==> config.mk <==
export PLATFORM = sky130hd
export DESIGN_NAME = bscan_pin_segment
export DESIGN_NICKNAME = d
export VERILOG_FILES = /design/src/rtl/bsp_pkg.sv /design/src/rtl/bsp_reset_sync.sv /design/src/rtl/bsp_chain_stage.sv /design/src/rtl/bsp_update_latch.sv /design/src/rtl/bscan_pin_segment.sv
export SDC_FILE = /design/constraint.sdc
export NUM_CORES = 1
export LEC_CHECK = 0
export BUFFER_PORTS_ARGS = -buffer_cell sky130_fd_sc_hd__buf_2
export CAP_MARGIN = 20
export CORE_ASPECT_RATIO = 0.7
export CORE_MARGIN = 2
export CORE_UTILIZATION = 44
export DETAILED_ROUTE_END_ITERATION = 16
export GPL_TIMING_DRIVEN = 0
export PLACE_DENSITY = 0.77
export SYNTH_ARGS = -nofsm -noshare
export SYNTH_HDL_FRONTEND = slang
export SYNTH_SLANG_ARGS = --single-unit
==> constraint.sdc <==
create_clock -name tck -period 1.1 [get_ports tck]
set_input_delay 0.22 -clock tck [delete_from_list [all_inputs] [get_ports tck]]
set_output_delay 0.22 -clock tck [all_outputs]
set_load 0.01 [all_outputs]
==> src/rtl/bsp_pkg.sv <==
package bsp_pkg;

  typedef enum logic [1:0] {
    CELL_FILL = 2'd0,
    CELL_IN   = 2'd1,
    CELL_OUT  = 2'd2,
    CELL_CTL  = 2'd3
  } cell_kind_e;

  // Returns the kind of cell at a chain position (0 = nearest tdo).
  function automatic cell_kind_e kind_at(input int pos, input int pins_per_grp,
                                         input int fill_per_grp);
    int grp_len;
    int off;
    grp_len = fill_per_grp + 3 * pins_per_grp;
    off     = pos % grp_len;
    if (off < fill_per_grp) return CELL_FILL;
    case ((off - fill_per_grp) % 3)
      0:       return CELL_IN;
      1:       return CELL_OUT;
      default: return CELL_CTL;
    endcase
  endfunction

  // Returns the pin served by a non-filler chain position.
  function automatic int pin_at(input int pos, input int pins_per_grp,
                                input int fill_per_grp);
    int grp_len;
    int off;
    grp_len = fill_per_grp + 3 * pins_per_grp;
    off     = pos % grp_len;
    return (pos / grp_len) * pins_per_grp + (off - fill_per_grp) / 3;
  endfunction

endpackage

==> src/rtl/bsp_reset_sync.sv <==
module bsp_reset_sync (
  input  logic clk,
  input  logic arst_n,
  output logic rst_n
);
  logic [1:0] sync_q;

  always_ff @(posedge clk or negedge arst_n) begin
    if (!arst_n) sync_q <= 2'b00;
    else         sync_q <= {sync_q[0], 1'b1};
  end

  assign rst_n = sync_q[1];
endmodule

==> src/rtl/bsp_chain_stage.sv <==
module bsp_chain_stage #(
  parameter bsp_pkg::cell_kind_e KIND = bsp_pkg::CELL_FILL
) (
  input  logic clk,
  input  logic rst_n,
  input  logic shift_en,
  input  logic capture_en,
  input  logic shift_in,
  input  logic cap_val,
  output logic q
);
  localparam logic RST_VAL = (KIND == bsp_pkg::CELL_CTL) ? 1'b1 : 1'b0;

  logic q_nxt;

  always_comb begin
    q_nxt = q;
    if (capture_en)    q_nxt = cap_val;
    else if (shift_en) q_nxt = shift_in;
  end

  always_ff @(posedge clk or negedge rst_n) begin
    if (!rst_n) q <= RST_VAL;
    else        q <= q_nxt;
  end

  // a shift moves the neighbour value in one position per rising edge
  a_r1_shift_step: assert property (@(posedge clk) disable iff (!rst_n)
    (shift_en && !capture_en) |=> (q == $past(shift_in)));

  // a capture loads the cell's capture source
  a_r3_capture_load: assert property (@(posedge clk) disable iff (!rst_n)
    capture_en |=> (q == $past(cap_val)));

  generate
    if (KIND == bsp_pkg::CELL_FILL) begin : g_fill_chk
      // filler cells always capture their safe value 0
      a_r3_filler_zero: assert property (@(posedge clk) disable iff (!rst_n)
        capture_en |=> (q == 1'b0));
    end
  endgenerate
endmodule

==> src/rtl/bsp_update_latch.sv <==
module bsp_update_latch #(
  parameter logic RST_VAL = 1'b0
) (
  input  logic clk,
  input  logic rst_n,
  input  logic upd_en,
  input  logic d,
  output logic q
);
  logic q_nxt;

  always_comb begin
    q_nxt = q;
    if (upd_en) q_nxt = d;
  end

  always_ff @(negedge clk or negedge rst_n) begin
    if (!rst_n) q <= RST_VAL;
    else        q <= q_nxt;
  end

  // an update on the falling edge copies the shift stage
  a_r4_update_copy: assert property (@(negedge clk) disable iff (!rst_n)
    upd_en |=> (q == $past(d)));

  // without an update strobe the latch holds
  a_r9_latch_hold: assert property (@(negedge clk) disable iff (!rst_n)
    !upd_en |=> $stable(q));
endmodule

==> src/rtl/bscan_pin_segment.sv <==
module bscan_pin_segment #(
  parameter int PINS_PER_GRP = 2,
  parameter int GRP_COUNT    = 2,
  parameter int FILL_PER_GRP = 2,
  localparam int NUM_PINS    = PINS_PER_GRP * GRP_COUNT,
  localparam int GRP_LEN     = FILL_PER_GRP + 3 * PINS_PER_GRP,
  localparam int CHAIN_LEN   = GRP_COUNT * GRP_LEN
) (
  input  logic                tck,
  input  logic                trst_n,
  input  logic                tdi,
  input  logic                shift_dr,
  input  logic                capture_dr,
  input  logic                update_dr,
  input  logic                extest,
  output logic                tdo,
  input  logic [NUM_PINS-1:0] core_do,
  input  logic [NUM_PINS-1:0] core_oe,
  output logic [NUM_PINS-1:0] core_di,
  output logic [NUM_PINS-1:0] pad_do,
  output logic [NUM_PINS-1:0] pad_oe,
  input  logic [NUM_PINS-1:0] pad_di
);
  logic                 rst_n;
  logic [CHAIN_LEN-1:0] sr_q;
  logic [CHAIN_LEN-1:0] sr_src;
  logic [CHAIN_LEN-1:0] cap_src;
  logic [NUM_PINS-1:0]  ctl_lat;
  logic [NUM_PINS-1:0]  out_lat;

  bsp_reset_sync u_rst (
    .clk    (tck),
    .arst_n (trst_n),
    .rst_n  (rst_n)
  );

  // Serial path: tdi enters the top, every other cell takes its upper neighbour.
  assign sr_src = {tdi, sr_q[CHAIN_LEN-1:1]};
  assign tdo    = sr_q[0];

  genvar gi;
  generate
    for (gi = 0; gi < CHAIN_LEN; gi++) begin : g_cell
      localparam bsp_pkg::cell_kind_e KIND =
        bsp_pkg::kind_at(gi, PINS_PER_GRP, FILL_PER_GRP);

      if (KIND == bsp_pkg::CELL_FILL) begin : g_fill
        assign cap_src[gi] = 1'b0;
      end else begin : g_pin
        localparam int PIN = bsp_pkg::pin_at(gi, PINS_PER_GRP, FILL_PER_GRP);
        if (KIND == bsp_pkg::CELL_IN) begin : g_in
          assign cap_src[gi] = pad_di[PIN];
        end else if (KIND == bsp_pkg::CELL_OUT) begin : g_out
          assign cap_src[gi] = core_do[PIN];
        end else begin : g_ctl
          assign cap_src[gi] = core_oe[PIN];
        end
      end

      bsp_chain_stage #(.KIND(KIND)) u_stage (
        .clk        (tck),
        .rst_n      (rst_n),
        .shift_en   (shift_dr),
        .capture_en (capture_dr),
        .shift_in   (sr_src[gi]),
        .cap_val    (cap_src[gi]),
        .q          (sr_q[gi])
      );
    end

    for (gi = 0; gi < NUM_PINS; gi++) begin : g_pin_upd
      localparam int BASE = (gi / PINS_PER_GRP) * GRP_LEN + FILL_PER_GRP
                          + 3 * (gi % PINS_PER_GRP);

      bsp_update_latch #(.RST_VAL(1'b1)) u_ctl_lat (
        .clk    (tck),
        .rst_n  (rst_n),
        .upd_en (update_dr),
        .d      (sr_q[BASE+2]),
        .q      (ctl_lat[gi])
      );

      bsp_update_latch #(.RST_VAL(1'b0)) u_out_lat (
        .clk    (tck),
        .rst_n  (rst_n),
        .upd_en (update_dr),
        .d      (sr_q[BASE+1]),
        .q      (out_lat[gi])
      );
    end
  endgenerate

  // Pad selection: test mode drives from latches, control 1 disables.
  always_comb begin
    if (extest) begin
      pad_oe = ~ctl_lat;
      pad_do = out_lat;
    end else begin
      pad_oe = core_oe;
      pad_do = core_do;
    end
  end

  assign core_di = pad_di;

  // in test mode, with no update at the previous fall, the pad drive holds
  a_r5_extest_hold: assert property (@(posedge tck) disable iff (!rst_n)
    (extest && $past(extest) && !$past(update_dr) && !update_dr)
      |-> ($stable(pad_oe) && $stable(pad_do)));
endmodule

# --- Word-level counts from Yosys, hierarchy flattened ---
# Cells that the tools add are included.
totals:
  regBits: 26
  input_bits: 19
  output_inout_bits: 13
  elab_cells: 61
op_classes:
  n_mux: 34
  bitwise_logic: 1
  n_reduce_logical: 1
op_table:
  columns: ["operator", "count"]
  rows:
  - ["1-bit 2-to-1 mux", 32]
  - ["4-bit 2-to-1 mux", 2]
  - ["4-bit inverter", 1]
  - ["2-bit nonzero test", 1]

# --- Depth between registers and ports, before layout ---
logic_depth:
  ltp_word: 2
  mapped_depth: 4
  mapped_depth_nobuf: 2

# --- By module ---
# A second synthesis with hierarchy kept.
unflattened:
  hier_cells: 105
  hier_area_um2: 1260.0
by_module_without_submodules:
  columns: ["module", "instances", "cells_per_inst", "area_each_um2", "seq_area_each_um2"]
  rows:
  - ["bsp_chain_stage (g_cell[0].u_stage ...)", 12, 4, 43.8, 25.0]
  - ["bsp_chain_stage (g_cell[12].u_stage ...)", 4, 4, 45.0, 26.3]
  - ["bsp_update_latch (g_pin_upd[0].u_ctl_lat ...)", 4, 3, 45.0, 26.3]
  - ["bscan_pin_segment", 1, 18, 160.2, 0.0]
  - ["bsp_update_latch (g_pin_upd[0].u_out_lat ...)", 4, 2, 40.0, 25.0]
  - ["bsp_reset_sync", 1, 3, 53.8, 50.0]

==> impl_results.md <==
- DR WL/cell: 13.85 um
- WS Path Type: flip-flop to primary output
- Starting Density: 0.4799
- DRC: 0
- Min-delay worst type: input pin to flip-flop
- Synth Cell Area: 1225 um^2
- Max Slew Vio Count: 0
- Core ar.: 2552 um^2
- Ys Warns: 0
- Cell Chain, Critical Path: mux2i_2 > buf_2
- Num ports: 32
- Most common library cell in the layout ignoring fill and taps: buf_2
- Max incr delay on CP: 0.53 ns
- Syn avg cell area: 11.89 um^2
- Max cap viols: 0
- Inserted Clock Buffers: 3
- Clock Path Buffers: 2
- H-Tree Depth: 1
- Start point of the critical path: g_pin_upd[1].u_ctl_lat.q$_DFFE_NN1P_
- Site row count: 15
- Ranking of synthesized cells by area: dfrtp_1, dfstp_2, mux2i_1, mux2_2, dfrtn_1
- Mapped Nets: 122
- Layout cell share with drive strength beyond 1: 0.5137
- Crit path capture type: primary output
- Sinks on Clock Net: 26
- Die ar.: 3229 um^2
- CP max-delay cell: dfstp_2
- Flop-to-flop setup slack: -0.24 ns
- R2r startpoint: g_cell[6].u_stage.q$_DFFE_PN0P_
- Die Y: 48.15 um
- Number of global-route vias before repair: 878
- Unrepaired setup endpoints after global routing: yes
- Worst IR Drop VDD: 0.9972 mV
- Total Power: 2.227 mW
- Initial antenna violation count: 0
- CTS tree: done
- Synth top area share: 0.2860
- Power Dens Cells: 1370 nW/um^2
- Setup WS post-layout: -0.7581 ns
- Hold Path Depth: 3
- Worst path top cell family by delay: flip-flops
- Critical path buffers and inverters: 1
- Final cell count without fillers: 180
- Final setup fails: 16
- Initial drt markers: 59
- P&R area growth vs syn: 32.69%
- Synth area leader: dfrtp_1
- GRT Overall Usage: 0.1730
- HPWL after DPL: 1.760 mm
- Static Leak: 0.8449 nW
- IO buf count: 27
- DP Worst Slack: -0.3974 ns
- Vias: 881
- Required time of the critical path: 0.88 ns
- Hold EP: g_cell[15].u_stage.q$_DFFE_PN1P_
- CP Launch Type: flip-flop
- Total gr overflow: 0
- Drt pass-1 iters: 5
- Antenna viol nets, final: 0
- Failing checks: setup timing
- Hold Crit Start: core_oe[3]
- Mapped Cells: 103
- Final Hold Viols: 0
- Register bit total from synthesis: 26
- Chip width: 67.07 um
- Sequential area share after synthesis: 0.5393
- Synth cell types: 15
- Worst r2r path cells: 1
- Gp weighted congestion: 0.7868
- First-pass GRT wire length: 4.029 mm
- Root buf cell: clkbuf_8
- Clk_lat worst skew: 0.34 ns
- Skew final: 0.07802 ns
- Worst-path clk slew: 0.09 ns
- Fillers: 218
- Most frequent cells in the layout: buf_2, mux2i_1, dfrtp_1
- Status: complete, but fails checks
- Largest net degree at the start of global routing: 25
- Arr. time, crit path: 1.64 ns
- Reg2reg end: g_pin_upd[1].u_out_lat.q$_DFFE_NN0P_
- Crit-path max FO: 2
- Finished Core Util: 0.6368
- Cells after DPL: 164
- Antenna diodes: 0
- Nets@finish: 166
- Via density: 4.894
- Drt total wl: 2.493 mm
[Yosys cell counts, drive strengths merged]
cell and count:
mux2i 20, dfrtp 14, mux2 12, nand2 12, o21ai 12, buf 11, dfstp 8, inv 5
dfrtn 4, nor2 4, conb 1
[power breakdown]
part	switching [mW]	internal, mW
combinational	0.184	0.285
sequential	0.0773	1.08
clock	0.326	0.270
[tightest hold or removal path: cells and delay by family]
family,cells,cell delay (ns)
simple gates,1,0.04
compound gates,1,0.07
buf+inv,1,0.10
[cell type report]
cell class	count	area, um^2	area share
sequential	26	664.4	0.4088
multi-input combinational	61	515.5	0.3172
timing repair buffer	36	230.2	0.1416
buffer	11	96.34	0.05928
tap	34	42.54	0.02617
clock buffer	3	41.29	0.02540
clock inverter	5	20.02	0.01232
inverter	4	15.01	0.009238
[worst max path at each step]
stage	to	cells past startpoint	slack [ns]
after CTS	pad_oe[1]	2	-0.76
after floorplan	pad_oe[0]	1	-0.26
after detailed placement	pad_oe[1]	2	-0.40
after global routing	pad_oe[0]	2	-0.81
final	pad_oe[1]	2	-0.76
after global placement	pad_oe[0]	2	-0.40
[per-stage QoR]
stage	hold slack (ns)	setup TNS [ns]	area [um^2]
6_report	0.1646	-7.070	1625
5_1_grt	0.1711	-7.543	1625
4_1_cts	0.1632	-7.129	1607
3_5_place_dp	0.007008	-5.273	1444
3_3_place_gp	0.004782	-5.163	1444
2_1_floorplan	-0.07559	-3.655	1266
[logic make-up after synthesis]
group | count (synthesis) | synth area share
AOI/OAI and AO/OA | 12 | 0.04903
buffers and inverters | 16 | 0.08580
other | 1 | 0.003061
and+or+nand+nor | 16 | 0.04902
muxes | 32 | 0.2737
DFF | 26 | 0.5393
[sequential cells by signal, summed over array words and instances, names as in the netlist]
name	count
g_pin_upd.u_ctl_lat.q	4
g_cell.u_stage.q	16
u_rst.sync_q	2
g_pin_upd.u_out_lat.q	4
[what timing repair did]
item | 4_1_cts | 5_1_grt
setup buffers | 8 | 0
setup endpoints to repair | 21 | 16
gates resized for setup | 7 | 5
hold endpoints to repair | 2 | 0
hold buffers | 1 | 0
[layer usage]
metal  up-vias  share of wire  global-route usage
li1        424              -                   -
met1       422           0.50              0.2448
met2        33           0.44              0.2832
met3         2          0.054             0.04157
met4         0         0.0020             0.02449
met5         -              0                   0
Power figures use the tool's default switching activity.
